==> src/rtl/bscan_pkg.sv <==
package bscan_pkg;

  typedef enum logic [3:0] {
    S_TLR    = 4'h0,
    S_RTI    = 4'h1,
    S_SEL_DR = 4'h2,
    S_CAP_DR = 4'h3,
    S_SH_DR  = 4'h4,
    S_EX1_DR = 4'h5,
    S_PAU_DR = 4'h6,
    S_EX2_DR = 4'h7,
    S_UPD_DR = 4'h8,
    S_SEL_IR = 4'h9,
    S_CAP_IR = 4'hA,
    S_SH_IR  = 4'hB,
    S_EX1_IR = 4'hC,
    S_PAU_IR = 4'hD,
    S_EX2_IR = 4'hE,
    S_UPD_IR = 4'hF
  } tap_state_e;

  localparam int unsigned IR_W = 3;
  typedef logic [IR_W-1:0] opcode_t;

  localparam opcode_t OP_EXTEST      = 3'b000;
  localparam opcode_t OP_IDCODE      = 3'b001;
  localparam opcode_t OP_SAMPLE_FLT  = 3'b010;
  localparam opcode_t OP_SAMPLE_PRE  = 3'b100;
  localparam opcode_t OP_BYPASS      = 3'b111;
  localparam opcode_t IR_CAPTURE_VAL = 3'b001;

  typedef enum logic [1:0] {
    SEL_BYP = 2'd0,
    SEL_IDR = 2'd1,
    SEL_BSR = 2'd2
  } dr_sel_e;

endpackage

==> src/rtl/bscan_fsm.sv <==
module bscan_fsm
  import bscan_pkg::*;
(
  input  logic       tck,
  input  logic       rst_n,
  input  logic       tms,
  output tap_state_e st
);

  tap_state_e st_nxt;

  always_comb begin
    st_nxt = st;
    unique case (st)
      S_TLR:    st_nxt = tms ? S_TLR    : S_RTI;
      S_RTI:    st_nxt = tms ? S_SEL_DR : S_RTI;
      S_SEL_DR: st_nxt = tms ? S_SEL_IR : S_CAP_DR;
      S_CAP_DR: st_nxt = tms ? S_EX1_DR : S_SH_DR;
      S_SH_DR:  st_nxt = tms ? S_EX1_DR : S_SH_DR;
      S_EX1_DR: st_nxt = tms ? S_UPD_DR : S_PAU_DR;
      S_PAU_DR: st_nxt = tms ? S_EX2_DR : S_PAU_DR;
      S_EX2_DR: st_nxt = tms ? S_UPD_DR : S_SH_DR;
      S_UPD_DR: st_nxt = tms ? S_SEL_DR : S_RTI;
      S_SEL_IR: st_nxt = tms ? S_TLR    : S_CAP_IR;
      S_CAP_IR: st_nxt = tms ? S_EX1_IR : S_SH_IR;
      S_SH_IR:  st_nxt = tms ? S_EX1_IR : S_SH_IR;
      S_EX1_IR: st_nxt = tms ? S_UPD_IR : S_PAU_IR;
      S_PAU_IR: st_nxt = tms ? S_EX2_IR : S_PAU_IR;
      S_EX2_IR: st_nxt = tms ? S_UPD_IR : S_SH_IR;
      S_UPD_IR: st_nxt = tms ? S_SEL_DR : S_RTI;
      default:  st_nxt = S_TLR;
    endcase
  end

  always_ff @(posedge tck or negedge rst_n) begin
    if (!rst_n) st <= S_TLR;
    else        st <= st_nxt;
  end

  // Run-length counter of tms-high edges, saturating at five
  logic [2:0] hi_run;
  always_ff @(posedge tck or negedge rst_n) begin
    if (!rst_n)              hi_run <= 3'd0;
    else if (!tms)           hi_run <= 3'd0;
    else if (hi_run != 3'd5) hi_run <= hi_run + 3'd1;
  end

  a_r2_five_high_reset: assert property (@(posedge tck) disable iff (!rst_n)
    (hi_run == 3'd5) |-> (st == S_TLR));

endmodule

==> src/rtl/bscan_ir.sv <==
module bscan_ir
  import bscan_pkg::*;
(
  input  logic       tck,
  input  logic       rst_n,
  input  tap_state_e st,
  input  logic       tdi,
  output logic       ir_lsb,
  output dr_sel_e    dr_sel,
  output logic       float_req
);

  opcode_t ir_sh, ir_sh_nxt;
  opcode_t ir_cur, ir_cur_nxt;
  logic    sh_en, cur_en;

  assign sh_en  = (st == S_CAP_IR) || (st == S_SH_IR);
  assign cur_en = (st == S_UPD_IR) || (st == S_TLR);

  always_comb begin
    ir_sh_nxt = ir_sh;
    if (st == S_CAP_IR)     ir_sh_nxt = IR_CAPTURE_VAL;
    else if (st == S_SH_IR) ir_sh_nxt = {tdi, ir_sh[IR_W-1:1]};
  end

  always_comb begin
    ir_cur_nxt = ir_cur;
    if (st == S_TLR)         ir_cur_nxt = OP_IDCODE;
    else if (st == S_UPD_IR) ir_cur_nxt = ir_sh;
  end

  always_ff @(posedge tck or negedge rst_n) begin
    if (!rst_n)     ir_sh <= OP_IDCODE;
    else if (sh_en) ir_sh <= ir_sh_nxt;
  end

  always_ff @(posedge tck or negedge rst_n) begin
    if (!rst_n)      ir_cur <= OP_IDCODE;
    else if (cur_en) ir_cur <= ir_cur_nxt;
  end

  always_comb begin
    unique case (ir_cur)
      OP_EXTEST, OP_SAMPLE_FLT, OP_SAMPLE_PRE: dr_sel = SEL_BSR;
      OP_IDCODE:                               dr_sel = SEL_IDR;
      default:                                 dr_sel = SEL_BYP;
    endcase
  end

  assign float_req = (ir_cur == OP_SAMPLE_FLT);
  assign ir_lsb    = ir_sh[0];

  a_r4_capture_pattern: assert property (@(posedge tck) disable iff (!rst_n)
    (st == S_CAP_IR) |=> (ir_sh == 3'b001));

  a_r3_reset_selects_id: assert property (@(posedge tck) disable iff (!rst_n)
    (st == S_TLR) |=> (dr_sel == SEL_IDR));

  a_r10_float_after_update: assert property (@(posedge tck) disable iff (!rst_n)
    $rose(float_req) |-> $past(st == S_UPD_IR));

endmodule

==> src/rtl/bscan_dr.sv <==
module bscan_dr
  import bscan_pkg::*;
#(
  parameter int unsigned BSR_LEN  = 69,
  parameter int unsigned INT_CELL = 50,
  parameter logic        INT_VAL  = 1'b0,
  parameter logic [2:0]  ID_VER   = 3'b001,
  parameter logic [16:0] ID_PART  = 17'b01010001000100110,
  parameter logic [10:0] ID_MFR   = 11'b00000110100
) (
  input  logic               tck,
  input  logic               rst_n,
  input  tap_state_e         st,
  input  dr_sel_e            dr_sel,
  input  logic               tdi,
  input  logic [BSR_LEN-1:0] pins,
  output logic               dr_lsb
);

  localparam int unsigned ID_W = $bits(ID_VER) + $bits(ID_PART) + $bits(ID_MFR) + 1;
  localparam logic [ID_W-1:0] ID_VAL = {ID_VER, ID_PART, ID_MFR, 1'b1};

  logic cap, shf;
  assign cap = (st == S_CAP_DR);
  assign shf = (st == S_SH_DR);

  // Boundary capture vector: one observe-only cell per pin, one internal cell
  logic [BSR_LEN-1:0] cap_vec;
  for (genvar i = 0; i < BSR_LEN; i++) begin : g_cell
    if (i == INT_CELL) begin : g_int
      assign cap_vec[i] = INT_VAL | (pins[i] & 1'b0);
    end else begin : g_pin
      assign cap_vec[i] = pins[i];
    end
  end

  // Bypass stage
  logic byp_q, byp_nxt, byp_en;
  assign byp_en  = (dr_sel == SEL_BYP) && (cap || shf);
  assign byp_nxt = cap ? 1'b0 : tdi;
  always_ff @(posedge tck or negedge rst_n) begin
    if (!rst_n)      byp_q <= 1'b0;
    else if (byp_en) byp_q <= byp_nxt;
  end

  // Identification register
  logic [ID_W-1:0] idr_q, idr_nxt;
  logic            idr_en;
  assign idr_en  = (dr_sel == SEL_IDR) && (cap || shf);
  assign idr_nxt = cap ? ID_VAL : {tdi, idr_q[ID_W-1:1]};
  always_ff @(posedge tck or negedge rst_n) begin
    if (!rst_n)      idr_q <= ID_VAL;
    else if (idr_en) idr_q <= idr_nxt;
  end

  // Boundary chain
  logic [BSR_LEN-1:0] bsr_q, bsr_nxt;
  logic               bsr_en;
  assign bsr_en  = (dr_sel == SEL_BSR) && (cap || shf);
  assign bsr_nxt = cap ? cap_vec : {tdi, bsr_q[BSR_LEN-1:1]};
  always_ff @(posedge tck or negedge rst_n) begin
    if (!rst_n)      bsr_q <= '0;
    else if (bsr_en) bsr_q <= bsr_nxt;
  end

  always_comb begin
    unique case (dr_sel)
      SEL_IDR: dr_lsb = idr_q[0];
      SEL_BSR: dr_lsb = bsr_q[0];
      default: dr_lsb = byp_q;
    endcase
  end

  a_r7_bypass_captures_zero: assert property (@(posedge tck) disable iff (!rst_n)
    (cap && dr_sel == SEL_BYP) |=> (byp_q == 1'b0));

  a_r6_id_capture_value: assert property (@(posedge tck) disable iff (!rst_n)
    (cap && dr_sel == SEL_IDR) |=> (idr_q == ID_VAL));

  a_r9_chain_holds: assert property (@(posedge tck) disable iff (!rst_n)
    !(cap || shf) |=> $stable(bsr_q));

  a_r8_internal_cell_const: assert property (@(posedge tck) disable iff (!rst_n)
    (cap && dr_sel == SEL_BSR) |=> (bsr_q[INT_CELL] == INT_VAL));

endmodule

==> src/rtl/bscan_tap.sv <==
module bscan_tap
  import bscan_pkg::*;
#(
  parameter int unsigned BSR_LEN  = 69,
  parameter int unsigned INT_CELL = 50
) (
  input  logic               tck,
  input  logic               por_n,
  input  logic               tms,
  input  logic               tdi,
  input  logic [BSR_LEN-1:0] pin_vec,
  output logic               tdo,
  output logic               tdo_en,
  output logic               io_float
);

  // Asynchronous assert, synchronous release
  logic rst_meta, rst_n;
  always_ff @(posedge tck or negedge por_n) begin
    if (!por_n) begin
      rst_meta <= 1'b0;
      rst_n    <= 1'b0;
    end else begin
      rst_meta <= 1'b1;
      rst_n    <= rst_meta;
    end
  end

  tap_state_e st;
  dr_sel_e    dr_sel;
  logic       ir_lsb, dr_lsb;

  bscan_fsm u_fsm (
    .tck   (tck),
    .rst_n (rst_n),
    .tms   (tms),
    .st    (st)
  );

  bscan_ir u_ir (
    .tck       (tck),
    .rst_n     (rst_n),
    .st        (st),
    .tdi       (tdi),
    .ir_lsb    (ir_lsb),
    .dr_sel    (dr_sel),
    .float_req (io_float)
  );

  bscan_dr #(
    .BSR_LEN  (BSR_LEN),
    .INT_CELL (INT_CELL)
  ) u_dr (
    .tck    (tck),
    .rst_n  (rst_n),
    .st     (st),
    .dr_sel (dr_sel),
    .tdi    (tdi),
    .pins   (pin_vec),
    .dr_lsb (dr_lsb)
  );

  logic in_shift, ser_bit, tdo_nxt;
  assign in_shift = (st == S_SH_DR) || (st == S_SH_IR);
  assign ser_bit  = (st == S_SH_IR) ? ir_lsb : dr_lsb;
  assign tdo_nxt  = in_shift & ser_bit;

  always_ff @(negedge tck or negedge rst_n) begin
    if (!rst_n) begin
      tdo    <= 1'b0;
      tdo_en <= 1'b0;
    end else begin
      tdo    <= tdo_nxt;
      tdo_en <= in_shift;
    end
  end

  a_r11_enable_tracks_shift: assert property (@(posedge tck) disable iff (!rst_n)
    tdo_en == ((st == S_SH_DR) || (st == S_SH_IR)));

  a_r11_quiet_when_idle: assert property (@(posedge tck) disable iff (!rst_n)
    !tdo_en |-> !tdo);

endmodule

==> config.mk <==
export PLATFORM = sky130hd
export DESIGN_NAME = bscan_tap
export DESIGN_NICKNAME = d
export VERILOG_FILES = /design/src/rtl/bscan_pkg.sv /design/src/rtl/bscan_fsm.sv /design/src/rtl/bscan_ir.sv /design/src/rtl/bscan_dr.sv /design/src/rtl/bscan_tap.sv
export SDC_FILE = /design/constraint.sdc
export NUM_CORES = 1
export LEC_CHECK = 0
export ABC_AREA = 1
export BUFFER_PORTS_ARGS = -buffer_cell sky130_fd_sc_hd__buf_2
export CAP_MARGIN = 20
export CORE_UTILIZATION = 55
export DETAILED_ROUTE_END_ITERATION = 8
export GPL_TIMING_DRIVEN = 0
export HOLD_SLACK_MARGIN = 0.08
export PLACE_DENSITY_LB_ADDON = 0.25
export SETUP_SLACK_MARGIN = 0.15
export SYNTH_ARGS = -nofsm -noshare
export SYNTH_HDL_FRONTEND = slang
export SYNTH_SLANG_ARGS = --single-unit
==> constraint.sdc <==
create_clock -name tck -period 4 [get_ports tck]
set_input_delay 0 -clock tck [delete_from_list [all_inputs] [get_ports tck]]
set_output_delay 0 -clock tck [all_outputs]
set_load 0.1 [all_outputs]
==> flow_summary_export.csv <==
group,metric,value,unit
power_and_ir_drop,p_per_area,552,nW/µm²
detailed_routing,wirelength,14500,µm
synth,synth_flop_cell,"dfrtp_1",
run_status,status,"finished clean",
timing,rsz0062_at_grt,"no",
cells_and_area,fin_util,76.5,%
detailed_routing,dr.pass1.iters,5,
synth,seq_area_frac_synth,52.5,%
clock_tree,clockRootBuffer,"clkbuf_8",
clock_tree,clkLatencyLatePin,0.52,ns
timing,hold_viol_final,0,
floorplanning,design.die.area,10500,µm²
floorplanning,die_y,103,µm
detailed_routing,antenna_left,0,
cells_and_area,layout_commonest_cell,"nand2_1",
synth,synth_edf_count,0,
power_and_ir_drop,p_leak,3.83,nW
cells_and_area,design_area,7480,µm²
timing,setup_viol,0,
global_routing,grt_pass1_wl,23800,µm
power_and_ir_drop,irDropWorstVdd,0.342,mV
floorplanning,die_w,103,µm
power_and_ir_drop,swShare,31.9,%
synth,netlist-cell-type-count,28,
global_routing,grt_usage,29.7,%
worst_setup_path,worstSetupPathType,"reg2reg",
clock_tree,clkTransAtPathRegs,0.05,ns
clock_tree,clockBufferDepth,2,
detailed_routing,vias,5445,
cells_and_area,diodes,0,
detailed_routing,drc,0,
clock_tree,cts_buffers,17,
floorplanning,rows,36,
cells_and_area,syn_to_final_growth,34.4,%
power_and_ir_drop,p_int,0.00281,W
power_and_ir_drop,pwr-share-clk,38.6,%
synth,yosys_warnings,0,
worst_setup_path,cp-end-kind,"flip-flop",
global_routing,first_global_vias,5305,
clock_tree,htree_levels,4,
placed_design,placed_cell_area,6130,µm²
timing,hold_slack,0.282,ns
power_and_ir_drop,p_comb_share,25.2,%
cells_and_area,layout_common_cells,"489 x nand2_1, 100 x dfrtp_1, 93 x buf_2",
worst_setup_path,cp.required,2.29,ns
placed_design,io_buffers,74,
worst_setup_path,cp_max_fo,3,
placed_design,dp_hpwl,8310,µm
worst_setup_path,worst_setup_path_start_kind,"flip-flop",
clock_tree,cts_num_sinks,116,
timing,maxSlewHeadroom,60.0,%
synth,syn-cell-area,5560,µm²
timing,clock_skew,0.0742,ns
timing,worst_pin_slew,0.600,ns
detailed_routing,drt_iter0_drc,376,
worst_setup_path,crit_arrival,2.05,ns
worst_setup_path,r2r_start,"u_ir.ir_cur[0]",
cells_and_area,fillers,695,
synth,async_flop_share,100,%
timing,slew_viol_final,0,
min_path,hp-start,"tdi",
placed_design,post-place-ws,0.243,ns
cells_and_area,fin_cells,1071,
synth,syn-instance-count,759,
min_path,hold_class,"in2reg",
placed_design,finalWeightedCongestion,0.804,
power_and_ir_drop,switching_power,0.00132,W
detailed_routing,viasPerCell,5.08,
job,max_cap_viol_count,0,
timing,setup_slack,0.240,ns
power_and_ir_drop,power_frac_seq,36.2,%
floorplanning,start_util,56.9,%
cells_and_area,drive_above_1_share,16.5,%
floorplanning,core,9770,µm²
placed_design,dp_cells,967,
global_routing,grt_max_degree,73,
clock_tree,cts_tree,"built",
worst_setup_path,crit_path_start,"u_ir.ir_cur[0]",
global_routing,antenna_found_initial,0,
cells_and_area,final_net_count,1001,
synth,ys_ff_latch,116,
detailed_routing,routedWlPerCell,13.5,µm
global_routing,grt-ovfl-total,0,
synth,synth_fp_nets,835,
synth,synth.avg_cell_area,7.33,µm²
floorplanning,io-pin-count,76,
==> routing by layer <==
metal	vias to the layer above	wire length, µm	GRT usage, %
met4	0	335	11.6
li1	2642	-	-
met3	40	872	7.05
met5	-	0	0
met2	200	7230	49.3
met1	2563	6050	37.9
==> cells in the mapped netlist, drive strengths merged (3+ instances only) <==
| cell type | instances | area [µm²] |
|---|---|---|
| nand2 | 494 | 1880 |
| dfrtp | 101 | 2530 |
| o21ai | 40 | 200 |
| nor2 | 28 | 115 |
| buf | 26 | 170 |
| inv | 19 | 73.8 |
| dfstp | 13 | 342 |
| clkbuf | 12 | 45.0 |
| nand3 | 8 | 40.0 |
| o22ai | 4 | 25.0 |
| ha | 3 | 37.5 |
==> layout make-up <==
cell class / count / area, µm² / share of cell area [%]
multi-input cells: 586 / 2360 / 31.6
clock inverters: 9 / 153 / 2.04
inverters: 19 / 73.8 / 0.987
clock buffers: 23 / 467 / 6.24
flip-flops and latches: 116 / 2920 / 39.1
well taps: 133 / 166 / 2.23
repair buffers: 147 / 1120 / 15.0
plain buffers: 38 / 215 / 2.88
==> worst max-delay path: stages, from the launching register on <==
cell     delay, ns
dfstp_2       0.52
inv_1         0.07
nor3_2        0.16
inv_1         0.11
ha_1          0.34
mux2i_1       0.23
o22ai_1       0.09
==> flip-flops by register name, summed over array words and instances (netlist names) <==
signal,count
u_dr.bsr_q,69
u_dr.idr_q,32
u_fsm.st,4
u_ir.ir_cur,3
u_ir.ir_sh,3
rst_meta,1
rst_n,1
tdo,1
tdo_en,1
u_dr.byp_q,1
==> cells by family (layout without fill, tap and decap cells) <==
| family | after synthesis | count (layout) | share of synthesized area (%) |
|---|---|---|---|
| DFF | 116 | 116 | 52.5 |
| and+or+nand+nor | 533 | 533 | 36.9 |
| other | 1 | 1 | 0.0674 |
| muxes | 1 | 1 | 0.180 |
| buffers and inverters | 57 | 236 | 5.20 |
| AOI/OAI and AO/OA | 48 | 48 | 4.48 |
| adders and majority gates | 3 | 3 | 0.675 |
==> worst paths after layout <==
| check | cells past startpoint | slack [ns] | to |
|---|---|---|---|
| min | 4 | 0.28 | u_ir.ir_sh[2] |
| min reg2reg | 0 | 0.35 | u_dr.bsr_q[66] |
| max | 6 | 0.24 | tdo |
| min in group asynchronous | 3 | 0.33 | rst_meta |
| max in group asynchronous | 1 | 0.94 | tdo_en |
| max reg2reg | 6 | 0.24 | tdo |
==> through the flow <==
| stage | power [W] | setup TNS, ns |
|---|---|---|
| 6_report | 0.00412 | 0 |
| 5_1_grt | 0.00434 | 0 |
| 4_1_cts | 0.00413 | 0 |
| 3_5_place_dp | 0.00246 | 0 |
| 3_3_place_gp | 0.00243 | -0.971 |
| 2_1_floorplan | 0.00222 | 0 |
==> timing repair <==
| item | CTS | global route |
|---|---|---|
| setup endpoints to repair | 1 | 1 |
| buffers inserted | 0 | 0 |
| resized for setup | 1 | 1 |
| endpoints found under the hold margin | 77 | 0 |
| hold buffers | 72 | 0 |
==> power groups by stage <==
stage	sequential, W	clock (W)	combinational [W]
after floorplan	0.00152	0	0.000693
after global placement	0.00151	0	0.000917
after detailed placement	0.00151	0	0.000958
after CTS	0.00149	0.00161	0.00103
after global routing	0.00151	0.00166	0.00117
final	0.00149	0.00159	0.00104
No activity file was read; power rests on OpenSTA's default activity.
